## src/rtl/comp_pkg.sv

```systemverilog
package comp_pkg;
    localparam int CH_W  = 8;
    localparam int RGB_W = 3 * CH_W;
    localparam int ARGB_W = 4 * CH_W;

    typedef struct packed {
        logic             hit;
        logic [CH_W-1:0]  alpha;
        logic [RGB_W-1:0] rgb;
    } pipe_pix_t;

    typedef struct packed {
        logic             s1_valid;
        pipe_pix_t        p0;
        pipe_pix_t        p1;
        logic [RGB_W-1:0] s1_bg;
        logic             out_valid;
        logic [RGB_W-1:0] out_rgb;
    } comp_state_t;
endpackage

```

## src/rtl/comp_layer_hit.sv

```systemverilog
module comp_layer_hit
    import comp_pkg::*;
#(
    parameter int COORD_W = 16
) (
    input  logic                      en,
    input  logic signed [COORD_W-1:0] org_x,
    input  logic signed [COORD_W-1:0] org_y,
    input  logic [COORD_W-1:0]        ext_w,
    input  logic [COORD_W-1:0]        ext_h,
    input  logic [COORD_W-1:0]        scr_x,
    input  logic [COORD_W-1:0]        scr_y,
    input  logic [ARGB_W-1:0]         argb,
    input  logic [CH_W-1:0]           g_alpha,
    input  logic                      g_alpha_on,
    input  logic                      defect_slot,
    input  logic [RGB_W-1:0]          bg,
    output logic                      hit,
    output logic [CH_W-1:0]           alpha_eff,
    output logic [RGB_W-1:0]          rgb
);
    localparam int EXT_W = COORD_W + 2;
    localparam logic [2*CH_W-1:0] FULL_W = (2*CH_W)'((1 << CH_W) - 1);
    localparam logic [CH_W-1:0]   FULL   = CH_W'((1 << CH_W) - 1);

    logic signed [EXT_W-1:0] sx, sy, lo_x, lo_y, hi_x, hi_y;
    logic                    in_x, in_y;
    logic [2*CH_W-1:0]       prod;
    logic [CH_W-1:0]         pix_a;

    always_comb begin
        sx   = $signed({2'b00, scr_x});
        sy   = $signed({2'b00, scr_y});
        lo_x = $signed({{2{org_x[COORD_W-1]}}, org_x});
        lo_y = $signed({{2{org_y[COORD_W-1]}}, org_y});
        hi_x = lo_x + $signed({2'b00, ext_w});
        hi_y = lo_y + $signed({2'b00, ext_h});
        in_x = (sx >= lo_x) && (sx < hi_x);
        in_y = (sy >= lo_y) && (sy < hi_y);
        hit  = en && in_x && in_y;

        pix_a     = argb[ARGB_W-1 -: CH_W];
        prod      = (2*CH_W)'(pix_a) * (2*CH_W)'(g_alpha);
        alpha_eff = g_alpha_on ? CH_W'(prod / FULL_W) : pix_a;
        rgb       = (defect_slot && (alpha_eff != FULL)) ? bg : argb[RGB_W-1:0];
    end
endmodule

```

## src/rtl/comp_pipe_pick.sv

```systemverilog
module comp_pipe_pick
    import comp_pkg::*;
#(
    parameter int   NUM_LAYERS = 4,
    parameter int   PRIO_W     = 2,
    parameter logic PIPE_ID    = 1'b0
) (
    input  logic [NUM_LAYERS-1:0]        hit,
    input  logic [NUM_LAYERS-1:0]        sel,
    input  logic [NUM_LAYERS*PRIO_W-1:0] prio,
    input  logic [NUM_LAYERS*CH_W-1:0]   alpha,
    input  logic [NUM_LAYERS*RGB_W-1:0]  rgb,
    output pipe_pix_t                    pick
);
    logic [PRIO_W-1:0] best;

    always_comb begin
        pick = '0;
        best = '0;
        for (int i = 0; i < NUM_LAYERS; i++) begin
            if (hit[i] && (sel[i] == PIPE_ID) &&
                (!pick.hit || (prio[i*PRIO_W +: PRIO_W] > best))) begin
                pick.hit   = 1'b1;
                pick.alpha = alpha[i*CH_W +: CH_W];
                pick.rgb   = rgb[i*RGB_W +: RGB_W];
                best       = prio[i*PRIO_W +: PRIO_W];
            end
        end
    end
endmodule

```

## src/rtl/comp_blend.sv

```systemverilog
module comp_blend
    import comp_pkg::*;
(
    input  pipe_pix_t        upper,
    input  pipe_pix_t        lower,
    input  logic [RGB_W-1:0] bg,
    output logic [RGB_W-1:0] rgb
);
    localparam int NUM_CH = RGB_W / CH_W;
    localparam logic [2*CH_W-1:0] DIV  = (2*CH_W)'((1 << CH_W) - 1);
    localparam logic [CH_W-1:0]   FULL = CH_W'((1 << CH_W) - 1);

    logic [RGB_W-1:0] base;
    logic [RGB_W-1:0] mixed;
    logic [CH_W-1:0]  a_top, a_bot;

    assign base  = lower.hit ? lower.rgb : bg;
    assign a_top = upper.alpha;
    assign a_bot = FULL - upper.alpha;

    for (genvar c = 0; c < NUM_CH; c++) begin : g_ch
        logic [2*CH_W-1:0] acc;
        always_comb begin
            acc = (2*CH_W)'(a_top) * (2*CH_W)'(upper.rgb[c*CH_W +: CH_W])
                + (2*CH_W)'(a_bot) * (2*CH_W)'(base[c*CH_W +: CH_W]);
            mixed[c*CH_W +: CH_W] = CH_W'(acc / DIV);
        end
    end

    assign rgb = upper.hit ? mixed : base;
endmodule

```

## src/rtl/dual_pipe_compositor.sv

```systemverilog
module dual_pipe_compositor
    import comp_pkg::*;
#(
    parameter int NUM_LAYERS = 4,
    parameter int PRIO_W     = 2,
    parameter int COORD_W    = 16
) (
    input  logic                          clk,
    input  logic                          rst_n,
    input  logic [NUM_LAYERS-1:0]         layer_en,
    input  logic [NUM_LAYERS-1:0]         layer_pipe,
    input  logic [NUM_LAYERS*PRIO_W-1:0]  layer_prio,
    input  logic [NUM_LAYERS*COORD_W-1:0] layer_x,
    input  logic [NUM_LAYERS*COORD_W-1:0] layer_y,
    input  logic [NUM_LAYERS*COORD_W-1:0] layer_w,
    input  logic [NUM_LAYERS*COORD_W-1:0] layer_h,
    input  logic [NUM_LAYERS*8-1:0]       layer_galpha,
    input  logic [NUM_LAYERS-1:0]         layer_galpha_en,
    input  logic [NUM_LAYERS*32-1:0]      layer_argb,
    input  logic [23:0]                   bg_rgb,
    input  logic                          quirk_en,
    input  logic                          pix_valid,
    input  logic [COORD_W-1:0]            pix_x,
    input  logic [COORD_W-1:0]            pix_y,
    output logic                          out_valid,
    output logic [23:0]                   out_rgb
);
    logic [NUM_LAYERS-1:0]       hit_v;
    logic [NUM_LAYERS*CH_W-1:0]  alpha_v;
    logic [NUM_LAYERS*RGB_W-1:0] rgb_v;
    pipe_pix_t                   pick0, pick1;
    logic [RGB_W-1:0]            blend_rgb;
    comp_state_t                 st_d, st_q;

    for (genvar i = 0; i < NUM_LAYERS; i++) begin : g_layer
        logic defect_slot;
        assign defect_slot = quirk_en && !layer_pipe[i] &&
                             (layer_prio[i*PRIO_W +: PRIO_W] == '0);
        comp_layer_hit #(.COORD_W(COORD_W)) u_hit (
            .en          (layer_en[i]),
            .org_x       (layer_x[i*COORD_W +: COORD_W]),
            .org_y       (layer_y[i*COORD_W +: COORD_W]),
            .ext_w       (layer_w[i*COORD_W +: COORD_W]),
            .ext_h       (layer_h[i*COORD_W +: COORD_W]),
            .scr_x       (pix_x),
            .scr_y       (pix_y),
            .argb        (layer_argb[i*ARGB_W +: ARGB_W]),
            .g_alpha     (layer_galpha[i*CH_W +: CH_W]),
            .g_alpha_on  (layer_galpha_en[i]),
            .defect_slot (defect_slot),
            .bg          (bg_rgb),
            .hit         (hit_v[i]),
            .alpha_eff   (alpha_v[i*CH_W +: CH_W]),
            .rgb         (rgb_v[i*RGB_W +: RGB_W])
        );
    end

    comp_pipe_pick #(.NUM_LAYERS(NUM_LAYERS), .PRIO_W(PRIO_W), .PIPE_ID(1'b0)) u_pick0 (
        .hit   (hit_v),
        .sel   (layer_pipe),
        .prio  (layer_prio),
        .alpha (alpha_v),
        .rgb   (rgb_v),
        .pick  (pick0)
    );

    comp_pipe_pick #(.NUM_LAYERS(NUM_LAYERS), .PRIO_W(PRIO_W), .PIPE_ID(1'b1)) u_pick1 (
        .hit   (hit_v),
        .sel   (layer_pipe),
        .prio  (layer_prio),
        .alpha (alpha_v),
        .rgb   (rgb_v),
        .pick  (pick1)
    );

    comp_blend u_blend (
        .upper (st_q.p1),
        .lower (st_q.p0),
        .bg    (st_q.s1_bg),
        .rgb   (blend_rgb)
    );

    always_comb begin
        st_d           = st_q;
        st_d.s1_valid  = pix_valid;
        if (pix_valid) begin
            st_d.p0    = pick0;
            st_d.p1    = pick1;
            st_d.s1_bg = bg_rgb;
        end
        st_d.out_valid = st_q.s1_valid;
        if (st_q.s1_valid) begin
            st_d.out_rgb = blend_rgb;
        end
    end

    always_ff @(posedge clk or negedge rst_n) begin
        if (!rst_n) begin
            st_q <= '0;
        end else begin
            st_q <= st_d;
        end
    end

    assign out_valid = st_q.out_valid;
    assign out_rgb   = st_q.out_rgb;
endmodule

```

## config.mk

```make
export PLATFORM = sky130hd
export DESIGN_NAME = dual_pipe_compositor
export DESIGN_NICKNAME = d
export VERILOG_FILES = /design/src/rtl/comp_pkg.sv /design/src/rtl/comp_layer_hit.sv /design/src/rtl/comp_pipe_pick.sv /design/src/rtl/comp_blend.sv /design/src/rtl/dual_pipe_compositor.sv
export SDC_FILE = /design/constraint.sdc
export NUM_CORES = 2
export LEC_CHECK = 0
export ABC_AREA = 1
export BUFFER_PORTS_ARGS = -buffer_cell sky130_fd_sc_hd__buf_2
export CORE_UTILIZATION = 45
export CTS_CLUSTER_SIZE = 30
export DETAILED_ROUTE_END_ITERATION = 12
export MAX_ROUTING_LAYER = met4
export PLACE_DENSITY = 0.74
export SLEW_MARGIN = 40
export SYNTH_ARGS = -nofsm -noshare
export SYNTH_HDL_FRONTEND = slang
export SYNTH_SLANG_ARGS = --single-unit
```

## constraint.sdc

```tcl
create_clock -name clk -period 12.1 [get_ports clk]
set_input_delay 0.605 -clock clk [delete_from_list [all_inputs] [get_ports clk]]
set_output_delay 0.605 -clock clk [all_outputs]
set_load 0.02 [all_outputs]
```

==> reports/metrics.yaml <==
yosys:
  synth_top_cell_by_area: "ha_1"
  async_flop_share: 1.000
  ys_top_cells_by_count: "2,300 x nand2_1, 1,890 x inv_1, 770 x nor2_1"
  synth_area_leaders: "ha_1 17%, fa_1 16%, nand2_1 16%, inv_1 13%, nand3_1 6.9%"
  synthFlopType: "dfrtp_1"
  synth_area_per_cell_um2: 6.204
  ys_seq_area_frac: 0.04874
  synth_area_um2: 55450
  syn-instance-count: 8938
  yosys.area.top_type_share: 0.1672
  ys_ff_latch: 108
  synth_edf_count: 0
  synthDistinctLibCells: 78
  yosys.cell_count.top_type: "nand2_1"
  yosysWarningCount: 0
clock_network:
  clockRootBuffer: "clkbuf_16"
  cts_buffer_depth: 2
  clock-sinks: 108
  postCtsHoldBufs: 0
  cts_made_buffers: 9
  cts_tree: "done"
  clk_latency_ps: 390
  h-tree-depth: 3
  path_clk_slew_ps: 90
timing:
  relSlewSlack: 0.4401
  hold_viol: 0
  slew_viol_final: 0
  tightest_slew_ps: 839.8
  hold_slack_ps: 192.5
  setup_viol: 0
  max_freq_ghz: 0.08801
  fin_worst_skew_ps: 10.93
  finalCriticalPeriod_ps: 11360
  finalWorstSetupSlack_ps: 738.2
  period_share: 0.9390
min_path:
  hold_class: "in2async"
floorplan:
  core_area_um2: 122000
  start_util: 0.4544
  die_area_um2: 124600
  fp.dieH_um: 353.0
  ios: 521
  fp.dieW_um: 353.0
  row_count: 128
layout:
  fill_cells: 12540
  layout.nets: 10980
  multi_input_area_um2: 44770
  regArea_um2: 2705
  drive_gt1_frac: 0.1186
  instances_no_fill: 11010
  syn_to_final_growth_pct: 9.172
placement:
  place_ws_ps: -133.2
  dp_hpwl_um: 153400
  dp.cells: 10890
  gp_congestion: 1.030
  port_buffers: 520
detailed_routing:
  routedWlPerCell_um: 16.42
  drc_errors: 0
  vias: 58100
  routed_wl_um: 180700
  drt_iter0_drc: 4989
  vias_per_cell: 5.279
  ant_nets: 0
  drt-pass1-iter-count: 8
grt:
  grt.total_usage: 0.2901
  grt_pass1_wl_um: 286000
  grt_max_degree: 82
  overflow: 0
  first_global_vias: 54480
  antenna_found_initial: 79
flow_run:
  maxCapViolations: 0
setup_path:
  critPathSlowestCell: "fa_1"
  r2r-end: "out_rgb[8]"
  crit_path_max_fanout: 10
  critPathKind: "reg2reg"
  r2r_setup_slack_ps: 740
  critPathLaunchType: "flop"
  worstPathArrival_ps: 11650
  rr_startpoint: "st_q[114]"
  cp.required_ps: 12390
  max_stage_delay_ps: 550
  worst_r2r_path_depth: 73
  cp-end-kind: "flop"
  cpMostUsedCell: "nand2_1"
status:
  status: "finished clean"
## timing repair
action,in CTS,in global routing
endpoints found under the setup margin,2,7
gates cloned,0,4
pin swaps,0,30
setup buffers,0,31
gates resized for setup,2,155
## cells in the final DEF (no fill, tap or decap), types with 55 or more instances in the layout
cell and n:
nand4_1 101, buf_4 78, inv_1 1877, a21oi_1 305, nand2_2 125, inv_2 55, buf_2 518, xor2_1 137
o21ai_0 293, nand2_1 2285, diode_2 70, ha_1 737, dfrtp_1 106, nor2_1 751, o21bai_1 85, nand3_1 756
nor2_2 63, fa_1 440, xnor2_1 61
## registers in the layout, indices dropped and copies added (netlist names)
name and cells:
out_valid 1, st_q 82, st_d 1, out_rgb 24
## per-stage QoR
| stage | setup TNS (ps) | util | cell area (um^2) |
|---|---|---|---|
| detailed placement | -174.0 | 0.4852 | 59210 |
| CTS | 0 | 0.4879 | 59540 |
| finish | 0 | 0.4961 | 60540 |
| floorplan | 0 | - | 55460 |
| global placement | 0 | 0.4851 | 59200 |
| global route | -232.6 | 0.4960 | 60530 |
## how the worst max path moves through the flow
| stage | from | end | slack, ps | depth (start not counted) |
|---|---|---|---|---|
| floorplan | st_q[114] | out_rgb[8] | 1410 | 78 |
| global placement | st_q[114] | out_rgb[8] | 210 | 71 |
| detailed placement | st_q[114] | out_rgb[8] | -130 | 71 |
| CTS | st_q[114] | out_rgb[8] | 20 | 71 |
| global route | st_q[114] | out_rgb[16] | -120 | 70 |
| finish | st_q[114] | out_rgb[8] | 740 | 73 |
## cells by family after synthesis
| group | share of synthesized area |
|---|---|
| and+or+nand+nor | 0.3407 |
| buffers and inverters | 0.1550 |
| adders and majority gates | 0.3261 |
| AOI/OAI and AO/OA | 0.09542 |
| xor gates and xnor gates | 0.03303 |
| DFF | 0.04874 |
| muxes | 0.0009251 |
| other | 0.00006763 |
## layer usage
layer / wire (um) / GRT usage / vias to the layer above / share of wire
met4: 5757 / 0.09247 / 0 / 0.032
met2: 79430 / 0.4419 / 2178 / 0.44
li1: - / - / 28570 / -
met3: 15540 / 0.05049 / 334 / 0.086
met1: 79980 / 0.3888 / 27020 / 0.44
met5: 0 / - / - / 0
## layout make-up
class | instances | share of cell area
clock buffer | 9 | 0.003720
clock inverter | 7 | 0.001612
tap | 1625 | 0.03359
multi-input combinational | 6641 | 0.7395
inverter | 1946 | 0.1208
timing repair inverter | 1 | 0.0001240
timing repair buffer | 599 | 0.05306
antenna | 70 | 0.002894
sequential | 108 | 0.04469
## worst max-delay path, delay by kind of cell (launching register included)
family                     cells  cell delay [ps]
DFF                            1              460
adders and majority gates      8             3600
AOI/OAI and AO/OA              4              660
buffers and inverters         10             1010
and+or+nand+nor               51             5480
Power is not shown: default switching activity piles up to over one toggle a cycle in this logic, so the estimate is an artifact.
